`src/rtl/bcast_scan_decomp.sv`:
```
module bcast_scan_decomp #(
  parameter int P = 4,
  parameter int N = 16
) (
  input  logic         clk,
  input  logic         rst_n,
  input  logic         shift_en,
  input  logic [P-1:0] scan_in,
  input  logic [1:0]   cfg_sel,
  input  logic         byp_en,
  output logic [N-1:0] chain_out
);

  logic [N-1:0] fan;

  for (genvar i = 0; i < N; i++) begin : g_ch
    localparam int SMOD = i % P;
    localparam int SHALF = (i / 2) % P;
    localparam int SREV = P - 1 - (i % P);
    logic routed;

    always_comb begin
      case (cfg_sel)
        2'd0:    routed = scan_in[0];
        2'd1:    routed = scan_in[SMOD];
        2'd2:    routed = scan_in[SHALF];
        default: routed = scan_in[SREV];
      endcase
    end

    if (i < P) begin : g_direct
      assign fan[i] = byp_en ? scan_in[i] : routed;
      a_r7_bypass_pin: assert property (@(posedge clk) disable iff (!rst_n)
        shift_en && byp_en |=> chain_out[i] == $past(scan_in[i]));
    end else begin : g_zero
      assign fan[i] = byp_en ? 1'b0 : routed;
      a_r7_bypass_zero: assert property (@(posedge clk) disable iff (!rst_n)
        shift_en && byp_en |=> !chain_out[i]);
    end

    a_r4_modulo: assert property (@(posedge clk) disable iff (!rst_n)
      shift_en && !byp_en && cfg_sel == 2'd1 |=> chain_out[i] == $past(scan_in[SMOD]));
    a_r5_paired: assert property (@(posedge clk) disable iff (!rst_n)
      shift_en && !byp_en && cfg_sel == 2'd2 |=> chain_out[i] == $past(scan_in[SHALF]));
    a_r6_mirror: assert property (@(posedge clk) disable iff (!rst_n)
      shift_en && !byp_en && cfg_sel == 2'd3 |=> chain_out[i] == $past(scan_in[SREV]));
  end

  always_ff @(posedge clk or negedge rst_n) begin
    if (!rst_n)        chain_out <= '0;
    else if (shift_en) chain_out <= fan;
  end

  a_r1_reset_zero: assert property (@(posedge clk) !rst_n |-> chain_out == '0);
  a_r2_hold: assert property (@(posedge clk) disable iff (!rst_n)
    !shift_en |=> $stable(chain_out));
  a_r3_broadcast: assert property (@(posedge clk) disable iff (!rst_n)
    shift_en && !byp_en && cfg_sel == 2'd0 |=> chain_out == {N{$past(scan_in[0])}});

endmodule

```
`config.mk`:
```
export PLATFORM = sky130hd
export DESIGN_NAME = bcast_scan_decomp
export DESIGN_NICKNAME = d
export VERILOG_FILES = /design/src/rtl/bcast_scan_decomp.sv
export SDC_FILE = /design/constraint.sdc
export NUM_CORES = 1
export LEC_CHECK = 0
export ABC_AREA = 1
export CORE_AREA = 2 2 44 46
export CTS_CLUSTER_SIZE = 24
export DETAILED_ROUTE_END_ITERATION = 16
export DIE_AREA = 0 0 46 48
export PLACE_DENSITY_LB_ADDON = 0.08
export SLEW_MARGIN = 20
export SYNTH_ARGS = -nofsm -noshare
export SYNTH_HDL_FRONTEND = slang
export SYNTH_SLANG_ARGS = --single-unit
```
`constraint.sdc`:
```
create_clock -name clk -period 1.6 [get_ports clk]
set_input_delay 0.32 -clock clk [delete_from_list [all_inputs] [get_ports clk]]
set_output_delay 0.32 -clock clk [all_outputs]
set_load 0.05 [all_outputs]
```
==> reports/summary.md <==
The flow ran to the end, and the final reports show no timing, DRC or antenna violations. Counting tap cells, the placed design contains a total of 143 instances. Of the total synthesized cell area, the portion taken by AND, OR, NAND and NOR gates is 34.3%. Traced cell by cell, the critical path runs through clkdlybuf4s50_1, inv_1, ha_1, inv_1, nand2_1, nand3_1, nand2_1, nand2_1. Of the post-synthesis cell area, the part taken by muxes is 0%.

Global routing consumed, over all layers together, 15.6% of the routing resources. The path class of the tightest hold or removal check is input pin to async pin. The first detailed-routing pass took 4 iterations.

The die is 46 um wide. The clock sink count is 12. The initial antenna violation count is 0. The number of cells on the worst reg-to-reg path was 4.

The congestion estimate from routability-driven global placement came to 0.852. In this run, CTS created clock tree buffers numbering 3. Summing the areas of all compound-gate instances in the mapped netlist gives 4.16% of the synthesized area. The clock arrives with 0 ns of skew. Along the worst path, the maximum fanout reaches 3.

The minimum period implied by the final worst setup slack works out to 1.40 ns. The floorplan has 15 rows. The run gives 145 as the final-stage net count. Leaving out filler cells and counting taps, the final layout contains 147. The register with the most flip-flops in the layout has 12 of them.

For this design, the slowest cell found on the critical path is sky130_fd_sc_hd__clkdlybuf4s50_1. Post-synthesis xor/xnor area fraction: 0%. Number of global-route vias before repair: 583.

The final setup violation count was 0. Based on the critical path, the design can be clocked at up to 0.716 GHz. Number of max-cap violations: 0.

The tools report the relative slew slack as 62.7%. For the worst setup path, the data arrival time is 1.56 ns. The average instance in the mapped netlist occupies 6.94 um2.

The tree is rooted in a sky130_fd_sc_hd__clkbuf_4. The endpoint kind of the worst setup timing path is a flip-flop. The number of nets in the synthesized netlist is 118.

In this run the vertical extent of the chip is 48 um. The first-pass GRT wire length is 2.44 mm. The full die area is 2210 um2, and the transition time at the pin with the least slew margin is 0.558 ns. After technology mapping, the gate count stands at 104. Maximum single-stage delay on the critical path: 0.51 ns.

In the final layout, the registers with the most flip-flops are chain_out (12). Yosys printed 0 warnings. Entering global routing, the biggest net connects 13 pins.

The effective utilization at floorplan is 42.7%. On the final layout, the worst hold slack is 0.403 ns. The run gives 1 as the number of H-tree levels. 0 antenna diodes ended up in the layout. The logs give 0 for the number of pins exceeding their max-slew limit in the final report and 0 for the number of hold violations in the final report.

The clock latency on the worst-skew pair came out at 0.27 ns. The kind of critical path was input pin to flip-flop. The share of synthesized area occupied by flip-flops and latches is 41.6%. From synthesis to final layout, the design area changed by 47.3%. TritonCTS built the clock tree. By area the synthesized netlist is led by sky130_fd_sc_hd__dfrtp_1 42%, sky130_fd_sc_hd__nand2_1 25%, sky130_fd_sc_hd__ha_1 6.9%. Power per standard cell area: 934 nW/um2. For the worst ir drop on vdd, the log shows 558 uV. For the number of routed nets with antenna violations, the log shows 0. In this run the tool buffered the top-level ports with 25 buffer cells. Counting stages on the worst path, the most repeated cell is sky130_fd_sc_hd__nand2_1.

The number of I/O pins was 26. Library cell occupying the most area in the post-synthesis netlist: sky130_fd_sc_hd__dfrtp_1. Fill cells in the final layout number 157.

The detailed router placed 680 vias in this run. The post-route netlist has 18.5% of its cells at a drive strength greater than 1. The static leakage power was 0.608 nW.

The total length of routed wires was 1.43 mm. The run gives 1.77 ns as the data required time at the worst endpoint. The number of different library cells used by synthesis comes to 12. The count of state elements after synthesis was 12; the clock transition at the register clock pins on the worst setup and hold paths after CTS was 0.08 ns. The combinational family with the most area after synthesis is simple AND/OR/NAND/NOR gates.

In the final routed layout, each cell accounts on average for 9.75 um. No sink is reached through more buffers than the 2 on the longest clock path. The area of the core is 1690 um2, and the number of remaining DRC errors is 0. The post-CTS setup buffer count was 0.

Counting flops per register, the top entry is chain_out. In this run, post-CTS repair resized a total of 0 instances. The cell area that synthesis handed to floorplanning was 722 um2. The detailed router finished its first iteration with 6 violations.

In the finished design, the share of the clock period the worst path needs comes to 87.3%. In the routed layout, each cell is associated on average with a via count of 4.63. Setup repair after global routing left no endpoint under its margin.

The remaining global-route overflow is 0. The worst setup path is launched from an input pin. After Yosys synthesis, full adders, half adders and majority gates account for 6.93% of the synthesized area. The wire-length estimate of the detail-placed layout is 1.18 mm. Of the post-synthesis cell area, the dominant cell type holds 41.6%. The number of buffers inserted for hold repair after clock tree synthesis came out at 0.
cells in the final DEF, fill, tap and decap left out:
master	netlist	final
sky130_fd_sc_hd__o21ai_0	4	4
sky130_fd_sc_hd__inv_2	2	2
sky130_fd_sc_hd__nor2_1	5	5
sky130_fd_sc_hd__o21ai_1	1	1
sky130_fd_sc_hd__clkbuf_4	0	3
sky130_fd_sc_hd__dfrtp_1	12	12
sky130_fd_sc_hd__buf_4	4	10
sky130_fd_sc_hd__clkbuf_8	0	1
sky130_fd_sc_hd__buf_12	0	8
sky130_fd_sc_hd__ha_1	4	4
sky130_fd_sc_hd__clkdlybuf4s50_1	0	9
sky130_fd_sc_hd__a21oi_1	1	1
sky130_fd_sc_hd__nand3_1	9	9
sky130_fd_sc_hd__inv_1	12	12
sky130_fd_sc_hd__nand2_1	49	49
worst paths after layout:
| kind | from | end | slack, ns |
|---|---|---|---|
| worst max-delay path | cfg_sel[0] | chain_out[3] | 0.20 |
| worst min-delay path | rst_n | chain_out[8] | 0.40 |
| worst max register to register | chain_out[3] | chain_out[3] | 0.88 |
| worst min register to register | chain_out[11] | chain_out[11] | 0.49 |
| max in group asynchronous | rst_n | chain_out[11] | 0.83 |
| min in group clk | chain_out[11] | chain_out[11] | 0.49 |
metal layers:
layer | wire (um) | vias to the layer above | global-route usage [%]
met5 | 0 | - | 0
met4 | 12 | 0 | 6.86
met3 | 89 | 2 | 3.77
met2 | 597 | 18 | 21.4
met1 | 733 | 297 | 23.1
li1 | - | 363 | -
logic make-up after synthesis:
family / after synthesis
buffers and inverters: 19
AOI/OAI and AO/OA: 6
adders and majority gates: 4
DFF: 12
and+or+nand+nor: 63
cells in the mapped netlist:
library cell and instances:
sky130_fd_sc_hd__nand3_1 9, sky130_fd_sc_hd__nor2_1 5, sky130_fd_sc_hd__inv_2 2, sky130_fd_sc_hd__buf_6 1, sky130_fd_sc_hd__o21ai_0 4, sky130_fd_sc_hd__dfrtp_1 12
sky130_fd_sc_hd__inv_1 12, sky130_fd_sc_hd__o21ai_1 1, sky130_fd_sc_hd__ha_1 4, sky130_fd_sc_hd__nand2_1 49, sky130_fd_sc_hd__buf_4 4, sky130_fd_sc_hd__a21oi_1 1
critical path, delay by kind of cell:
family        cells  cell delay, ns
fa+ha+maj         1            0.32
buf+inv           3            0.65
simple gates      4            0.28
through the flow:
step           setup TNS (ns)  setup WS (ns)  area, um2  util [%]  total power, mW
2_1_floorplan               0          0.376        722         -            0.596
3_3_place_gp           -0.358        -0.0684       1030      60.8            0.758
3_5_place_dp           -0.542        -0.0830       1030      60.8            0.760
4_1_cts                     0          0.195       1060      63.0             1.00
5_1_grt                     0         0.0781       1060      63.0             1.05
6_report                    0          0.204       1060      63.0            0.994
report_power, final:
group	leakage (nW)	switching, mW	total, mW	internal, mW
Clock	0.0210	0.104	0.242	0.138
Sequential	0.155	0.0282	0.362	0.334
Combinational	0.432	0.235	0.389	0.154
Total	0.608	0.367	0.994	0.626
area by class of cell:
class / count / area, um2 / area share, %
tap: 17 / 21.3 / 2.00
inverter: 14 / 52.6 / 4.94
clock buffer: 4 / 36.3 / 3.41
timing repair buffer: 27 / 325 / 30.6
sequential: 12 / 300 / 28.2
multi-input combinational: 73 / 328 / 30.8
No activity file was read; power rests on OpenSTA's default activity.
